$ cat config.mk
export PLATFORM = sky130hd
export DESIGN_NAME = dsp_regxfer
export DESIGN_NICKNAME = d
export VERILOG_FILES = /design/src/rtl/dsp_rx_pkg.sv /design/src/rtl/rx_decode.sv /design/src/rtl/rx_stack.sv /design/src/rtl/rx_regs.sv /design/src/rtl/dsp_regxfer.sv
export SDC_FILE = /design/constraint.sdc
export NUM_CORES = 1
export LEC_CHECK = 0
export ABC_AREA = 1
export BUFFER_PORTS_ARGS = -buffer_cell sky130_fd_sc_hd__buf_2
export CORE_AREA = 2 2 183 185
export CTS_CLUSTER_SIZE = 40
export DETAILED_ROUTE_END_ITERATION = 7
export DIE_AREA = 0 0 185 187
export PLACE_DENSITY = 0.71
export SETUP_SLACK_MARGIN = 0.02
export SLEW_MARGIN = 0
export SYNTH_ARGS = -nofsm -noshare
export SYNTH_HDL_FRONTEND = slang
export SYNTH_SLANG_ARGS = --single-unit
$ cat constraint.sdc
create_clock -name clk -period 7.9 [get_ports clk]
set_clock_uncertainty 0.1 [all_clocks]
set_input_delay 0.395 -clock clk [delete_from_list [all_inputs] [get_ports clk]]
set_output_delay 0.395 -clock clk [all_outputs]
set_load 0.01 [all_outputs]
$ cat src/rtl/dsp_rx_pkg.sv
package dsp_rx_pkg;

    typedef enum logic [3:0] {
        RI_ONES  = 4'd0,
        RI_X     = 4'd1,
        RI_Y     = 4'd2,
        RI_ACC   = 4'd3,
        RI_STAT  = 4'd4,
        RI_STK   = 4'd5,
        RI_PC    = 4'd6,
        RI_PROD  = 4'd7,
        RI_M0    = 4'd8,
        RI_M1    = 4'd9,
        RI_M2    = 4'd10,
        RI_M3    = 4'd11,
        RI_M4    = 4'd12,
        RI_RSVD  = 4'd13,
        RI_MCTL  = 4'd14,
        RI_ACCLO = 4'd15
    } reg_idx_e;

    typedef struct packed {
        logic     load;       // accepted load-class instruction
        logic     bad_op;     // accepted non-load opcode
        reg_idx_e src;
        reg_idx_e dst;
        logic     src_wide;   // source is a 32-bit register
        logic     pop;
        logic     push;
        logic     pc_wr;
    } dec_t;

    function automatic logic is_wide(reg_idx_e idx);
        return (idx == RI_ACC) || (idx == RI_PROD);
    endfunction

endpackage

$ cat src/rtl/rx_decode.sv
module rx_decode
    import dsp_rx_pkg::*;
#(
    parameter int OPW = 16
) (
    input  logic           accept,
    input  logic [OPW-1:0] op,
    output dec_t           dec
);
    localparam int CLS_LSB = 9;

    logic load_class;
    logic unused_op_bit8;

    assign unused_op_bit8 = op[8];
    assign load_class = (op[OPW-1:CLS_LSB] == '0);

    always_comb begin
        dec          = '0;
        dec.src      = reg_idx_e'(op[3:0]);
        dec.dst      = reg_idx_e'(op[7:4]);
        dec.load     = accept && load_class;
        dec.bad_op   = accept && !load_class;
        dec.src_wide = is_wide(dec.src);
        dec.pop      = dec.load && (dec.src == RI_STK);
        dec.push     = dec.load && (dec.dst == RI_STK);
        dec.pc_wr    = dec.load && (dec.dst == RI_PC);
    end
endmodule

$ cat src/rtl/rx_stack.sv
module rx_stack #(
    parameter int              W         = 16,
    parameter int              DEPTH     = 6,
    parameter logic [W-1:0]    EMPTY_VAL = 16'h0005
) (
    input  logic         clk,
    input  logic         rst_n,
    input  logic         pop,
    input  logic         push,
    input  logic [W-1:0] push_data,
    output logic [W-1:0] top_data,
    output logic         err
);
    localparam int CW = $clog2(DEPTH + 1);

    typedef struct packed {
        logic [DEPTH-1:0][W-1:0] mem;
        logic [CW-1:0]           cnt;
        logic                    err;
    } stk_t;

    stk_t s_d, s_q;
    logic [CW-1:0] after_pop;

    always_comb begin
        top_data = EMPTY_VAL;
        for (int i = 0; i < DEPTH; i++) begin
            if (s_q.cnt == CW'(i + 1)) top_data = s_q.mem[i];
        end
    end

    always_comb begin
        s_d       = s_q;
        after_pop = s_q.cnt;
        if (pop) begin
            if (s_q.cnt == '0) s_d.err = 1'b1;
            else               after_pop = s_q.cnt - CW'(1);
        end
        s_d.cnt = after_pop;
        if (push) begin
            if (after_pop == CW'(DEPTH)) begin
                s_d.err = 1'b1;
            end else begin
                for (int i = 0; i < DEPTH; i++) begin
                    if (after_pop == CW'(i)) s_d.mem[i] = push_data;
                end
                s_d.cnt = after_pop + CW'(1);
            end
        end
    end

    always_ff @(posedge clk) begin
        if (!rst_n) s_q <= '0;
        else        s_q <= s_d;
    end

    assign err = s_q.err;
endmodule

$ cat src/rtl/rx_regs.sv
module rx_regs
    import dsp_rx_pkg::*;
#(
    parameter int W = 16
) (
    input  logic           clk,
    input  logic           rst_n,
    input  logic           wr_en,
    input  reg_idx_e       src,
    input  reg_idx_e       dst,
    input  logic           src_wide,
    input  logic [W-1:0]   pc_val,
    input  logic [W-1:0]   stk_top,
    input  logic [3:0]     rd_sel,
    output logic [W-1:0]   xfer16,
    output logic [2*W-1:0] rd_data
);
    localparam int DW  = 2 * W;
    localparam int PMN = 5;

    typedef struct packed {
        logic [W-1:0]          x;
        logic [W-1:0]          y;
        logic [W-1:0]          st;
        logic [PMN-1:0][W-1:0] pm;
        logic [W-1:0]          mctl;
        logic [DW-1:0]         acc;
        logic [DW-1:0]         prod;
    } rf_t;

    rf_t r_d, r_q;
    logic [DW-1:0] xfer32;

    function automatic logic [W-1:0] view16(rf_t r, reg_idx_e i,
                                            logic [W-1:0] pcv,
                                            logic [W-1:0] tos);
        logic [W-1:0] v;
        case (i)
            RI_ONES:  v = '1;
            RI_X:     v = r.x;
            RI_Y:     v = r.y;
            RI_ACC:   v = r.acc[DW-1:W];
            RI_STAT:  v = r.st;
            RI_STK:   v = tos;
            RI_PC:    v = pcv;
            RI_PROD:  v = r.prod[DW-1:W];
            RI_M0:    v = r.pm[0];
            RI_M1:    v = r.pm[1];
            RI_M2:    v = r.pm[2];
            RI_M3:    v = r.pm[3];
            RI_M4:    v = r.pm[4];
            RI_MCTL:  v = r.mctl;
            RI_ACCLO: v = r.acc[W-1:0];
            default:  v = '0;
        endcase
        return v;
    endfunction

    assign xfer16 = view16(r_q, src, pc_val, stk_top);
    assign xfer32 = (src == RI_ACC) ? r_q.acc : r_q.prod;

    always_comb begin
        r_d = r_q;
        if (wr_en) begin
            case (dst)
                RI_X:     r_d.x    = xfer16;
                RI_Y:     r_d.y    = xfer16;
                RI_STAT:  r_d.st   = xfer16;
                RI_M0:    r_d.pm[0] = xfer16;
                RI_M1:    r_d.pm[1] = xfer16;
                RI_M2:    r_d.pm[2] = xfer16;
                RI_M3:    r_d.pm[3] = xfer16;
                RI_M4:    r_d.pm[4] = xfer16;
                RI_MCTL:  r_d.mctl = xfer16;
                RI_ACCLO: r_d.acc[W-1:0] = xfer16;
                RI_ACC: begin
                    if (src_wide) r_d.acc = xfer32;
                    else          r_d.acc[DW-1:W] = xfer16;
                end
                RI_PROD: begin
                    if (src_wide) r_d.prod = xfer32;
                    else          r_d.prod[DW-1:W] = xfer16;
                end
                default: ;
            endcase
        end
    end

    always_ff @(posedge clk) begin
        if (!rst_n) r_q <= '0;
        else        r_q <= r_d;
    end

    always_comb begin
        case (reg_idx_e'(rd_sel))
            RI_ACC:  rd_data = r_q.acc;
            RI_PROD: rd_data = r_q.prod;
            default: rd_data = {{W{1'b0}},
                                view16(r_q, reg_idx_e'(rd_sel), pc_val, stk_top)};
        endcase
    end
endmodule

$ cat src/rtl/dsp_regxfer.sv
module dsp_regxfer
    import dsp_rx_pkg::*;
#(
    parameter int           W         = 16,
    parameter int           STK_DEPTH = 6,
    parameter logic [W-1:0] PC_RESET  = 16'h0400,
    parameter logic [W-1:0] STK_EMPTY = 16'h0005
) (
    input  logic           clk,
    input  logic           rst_n,
    input  logic           instr_valid,
    input  logic [W-1:0]   instr,
    output logic           instr_ready,
    output logic           unhandled,
    output logic           stack_err,
    output logic [W-1:0]   pc,
    input  logic [3:0]     rd_sel,
    output logic [2*W-1:0] rd_data
);
    typedef struct packed {
        logic [W-1:0] pc;
        logic         stall;
        logic         unh;
    } ctl_t;

    ctl_t c_d, c_q;
    dec_t dec;
    logic accept;
    logic [W-1:0] xfer16;
    logic [W-1:0] stk_top;

    assign accept = instr_valid && !c_q.stall;

    rx_decode #(.OPW(W)) u_dec (
        .accept (accept),
        .op     (instr),
        .dec    (dec)
    );

    rx_stack #(.W(W), .DEPTH(STK_DEPTH), .EMPTY_VAL(STK_EMPTY)) u_stk (
        .clk       (clk),
        .rst_n     (rst_n),
        .pop       (dec.pop),
        .push      (dec.push),
        .push_data (xfer16),
        .top_data  (stk_top),
        .err       (stack_err)
    );

    rx_regs #(.W(W)) u_rf (
        .clk      (clk),
        .rst_n    (rst_n),
        .wr_en    (dec.load),
        .src      (dec.src),
        .dst      (dec.dst),
        .src_wide (dec.src_wide),
        .pc_val   (c_q.pc),
        .stk_top  (stk_top),
        .rd_sel   (rd_sel),
        .xfer16   (xfer16),
        .rd_data  (rd_data)
    );

    always_comb begin
        c_d       = c_q;
        c_d.stall = dec.pc_wr;
        c_d.unh   = dec.bad_op;
        if (accept) begin
            if (dec.pc_wr) c_d.pc = xfer16;
            else           c_d.pc = c_q.pc + W'(1);
        end
    end

    always_ff @(posedge clk) begin
        if (!rst_n) begin
            c_q.pc    <= PC_RESET;
            c_q.stall <= 1'b0;
            c_q.unh   <= 1'b0;
        end else begin
            c_q <= c_d;
        end
    end

    assign instr_ready = !c_q.stall;
    assign unhandled   = c_q.unh;
    assign pc          = c_q.pc;
endmodule

==> out/results.tsv <==
stage	metric	value	unit
synthesis	post-synthesis mux area share	0	%
drt	DR vias/cell	5.85	
timing	maximum clock rate	245	MHz
critical_path	Crit Path Class	flop to output pin	
cts	Worst-Skew Late Latency	550	ps
cts	Worst-path clk slew	60	ps
critical_path	crit-path most repeated cell	nand2_1	
floorplan	die width	185	um
timing	Fin. Hold Viols	0	
grt	gr usage total	39.5	%
timing	minimum hold slack	190	ps
timing	RSZ-0062 raised after global routing	false	
floorplan	Placeable Area	32900	sq um
timing	max_slew headroom	21.8	%
cells_and_area	commonest non-fill, non-tap cell in the layout	inv_1	
drt	vias	18900	
cells_and_area	Net count, final	2792	
cts	cts repair resizes	0	
timing	Final Setup Violations	0	
critical_path	reg2reg end	u_stk.s_q[86]$_SDFFE_PN0P_	
drt	drt total wl	69700	um
cts	clock sinks	326	
grt	first-pass GRT wire length	102000	um
synthesis	Synth Area in Simple Gates	21.3	%
critical_path	Crit path depth	10	
critical_path	Buf/Inv on CP	3	
critical_path	r2r setup slk	3950	ps
drt	Iteration-0 DRC Markers	2963	
outcome	status	complete, no violations	
synthesis	Distinct cells, synth	37	
synthesis	adder-cell share of the synthesized area	0.774	%
critical_path	Crit Reg-Reg Startpoint	u_stk.s_q[1]$_SDFF_PN0_	
timing	setup total negative slack	0	ps
synthesis	#FFs+latches synth	326	
place	Post-DP HPWL	45400	um
critical_path	Slowest-stage cell, CP	clkinv_1	
critical_path	cell family with the largest share of critical-path delay	simple AND/OR/NAND/NOR gates	
cts	clk root buf	clkbuf_16	
synthesis	Synth Area in Compound Gates	24.5	%
synthesis	Synth area leaders	dfxtp_1 (37%), inv_1 (11%), nand2_1 (9.3%)	
power_and_ir_drop	VDD IR max	0.179	mV
cells_and_area	Area growth, synth to finish	8.78	%
cells_and_area	commonest non-fill, non-tap cells in the layout	inv_1 (533), nand2_1 (443), dfxtp_1 (326)	
floorplan	Die ar.	34600	sq um
power_and_ir_drop	Static Leak	0.00927	uW
synthesis	post-synth top area share	36.7	%
hold_path	Hold WC Path Type	input port to flop	
synthesis	Synth Warn #	0	
critical_path	CP endpoint kind	output pin	
drt	DRC	0	
timing	Final Cycle Share	51.6	%
timing	Slew @ Worst Pin	1170	ps
floorplan	row cnt	67	
synthesis	synthesized net count	2822	
drt	wire per inst	21.6	um
grt	Overflow after GRT	0	
critical_path	max incr delay on CP	640	ps
cells_and_area	share of layout cells above drive strength 1	7.66	%
synthesis	Synth Area per Inst	6.38	sq um
grt	largest net degree at the start of global routing	133	
cts	CTS H-tree depth	2	
synthesis	Syn Inst Count	2788	
hold_path	hold_sp	instr[9]	
critical_path	Crit Path Max Fanout	18	
place	IO Port Bufs	72	
cts	Num CTS Buffers	39	
synthesis	largest family of logic cells by synthesized area	compound AO/OA/AOI/OAI gates	
floorplan	starting density of the core	54.1	%
flow_run	max capacitance violation total	0	
cts	Post-CTS Setup Bufs	0	
floorplan	# IOs	74	
drt	Antenna Violating Nets Remaining	0	
hold_path	Hold EP	unhandled$_SDFF_PN0_	
critical_path	R2R cell count	13	
critical_path	WP data arrival	3580	ps
timing	Pins Over Slew Limit	0	
drt	drt pass-1 iters	6	
critical_path	crit start category	flop	
cells_and_area	diode count	0	
synthesis	area leader, netlist	dfxtp_1	
critical_path	Crit path required time	7400	ps
synthesis	Post-Syn Area	17800	sq um
cts	Hold Buf Count CTS	0	
grt	vias in the first global route	16600	
place	GPL Wtd Cong	1.01	
grt	initial antenna violation count	0	
critical_path	worst-path cell chain	inv_1 > ha_1 > nand2_1 > clkinv_1 > a21oi_1 > nand2_1 > nand2_1 > a21oi_1 > nand4_1 > buf_2	
synthesis	Synth Area in XOR/XNOR	0.640	%
floorplan	Die H	187	um
cts	CTS Buffer Depth	3	
power_and_ir_drop	Power Density	185	nW/um^2
hold_path	hold depth	5	
synthesis	post-synthesis sequential area ratio	36.7	%
cts	CTS tree	yes	
timing	Final min period	4070	ps
## registers in the layout (all words and copies together) (netlist names)
| name | cells |
|---|---|
| unhandled | 1 |
| u_stk.err | 1 |
| u_rf.r_q | 208 |
| c_q | 1 |
| pc | 16 |
| u_stk.s_q | 99 |
## how the worst max path moves through the flow
| stage | to | from | slack (ps) |
|---|---|---|---|
| after floorplan | u_stk.s_q[84]$_SDFFE_PN0P_ | instr[14] | 5120 |
| after global placement | u_stk.s_q[84]$_SDFFE_PN0P_ | instr[2] | 3980 |
| after detailed placement | u_stk.s_q[84]$_SDFFE_PN0P_ | instr[2] | 3920 |
| after CTS | rd_data[2] | u_stk.s_q[1]$_SDFF_PN0_ | 3910 |
| after global routing | rd_data[2] | u_stk.s_q[1]$_SDFF_PN0_ | 3580 |
| final | rd_data[2] | u_stk.s_q[1]$_SDFF_PN0_ | 3830 |
## metrics by stage
| stage | worst slack [ps] | cells | total power (uW) | utilization (%) | area [sq um] |
|---|---|---|---|---|---|
| after CTS | 3910 | 3230 | 3590 | 58.9 | 19400 |
| final | 3830 | 3230 | 3580 | 58.9 | 19400 |
| after detailed placement | 3920 | 3165 | 1840 | 55.1 | 18100 |
| after floorplan | 5120 | 2788 | 1770 | - | 17800 |
| after global routing | 3580 | 3230 | 3660 | 58.9 | 19400 |
| after global placement | 3980 | 3165 | 1840 | 55.1 | 18100 |
## Yosys cell counts
cell type / instances
nor4_1: 2
nand3_1: 79
o21a_1: 17
nand2_4: 1
o21ai_1: 21
inv_1: 533
buf_1: 5
nor3_4: 1
o21ai_0: 323
inv_2: 16
a31oi_1: 5
a221oi_1: 4
nor2_2: 5
o2111ai_1: 24
nor2_1: 318
nor2_4: 5
nand4_1: 19
nand3b_1: 5
or2_2: 10
o21bai_1: 2
nand2_2: 17
ha_1: 11
clkinv_1: 5
clkbuf_1: 96
nor3_1: 10
buf_2: 35
nand3_2: 4
a211oi_1: 7
nand2_1: 443
xor2_1: 12
o211ai_1: 2
o221ai_1: 5
xnor2_1: 1
o22ai_1: 130
buf_4: 29
dfxtp_1: 326
a21oi_1: 260
## tightest hold or removal path, cell delays in order
cell	delay (ps)
buf_2	80
nor2_1	30
nand2_1	40
nor2_1	70
nor3_1	140
## per-layer routing
metal	part of all wire, %	routed length (um)	vias up	GRT usage (%)
met5	0	0	-	0
met4	7.4	5160	0	26.3
met3	12	8260	229	8.59
met2	41	28800	1200	56.0
met1	39	27500	8649	53.6
li1	-	-	8827	-
## logic make-up after synthesis
group           after synthesis
flops                       326
simple gates                919
buf+inv                     719
compound gates              800
fa+ha+maj                    11
xor+xnor                     13
## layout make-up
| cell class | instances | area (sq um) |
|---|---|---|
| Timing Repair Buffer | 94 | 526 |
| Clock buffer | 53 | 1120 |
| Sequential cell | 326 | 6530 |
| Tap cell | 448 | 561 |
| Inverter | 554 | 2080 |
| Fill cell | 3240 | 13500 |
| Clock inverter | 12 | 114 |
| Multi-Input combinational cell | 1743 | 8420 |
## power by group
part           total (uW)  internal [uW]  leakage (uW)  switching [uW]
registers            1650           1650       0.00263            4.17
clock network        1770           1050      0.000617             717
logic                 164           27.7       0.00603             137
No activity file was read; power rests on OpenSTA's default activity.
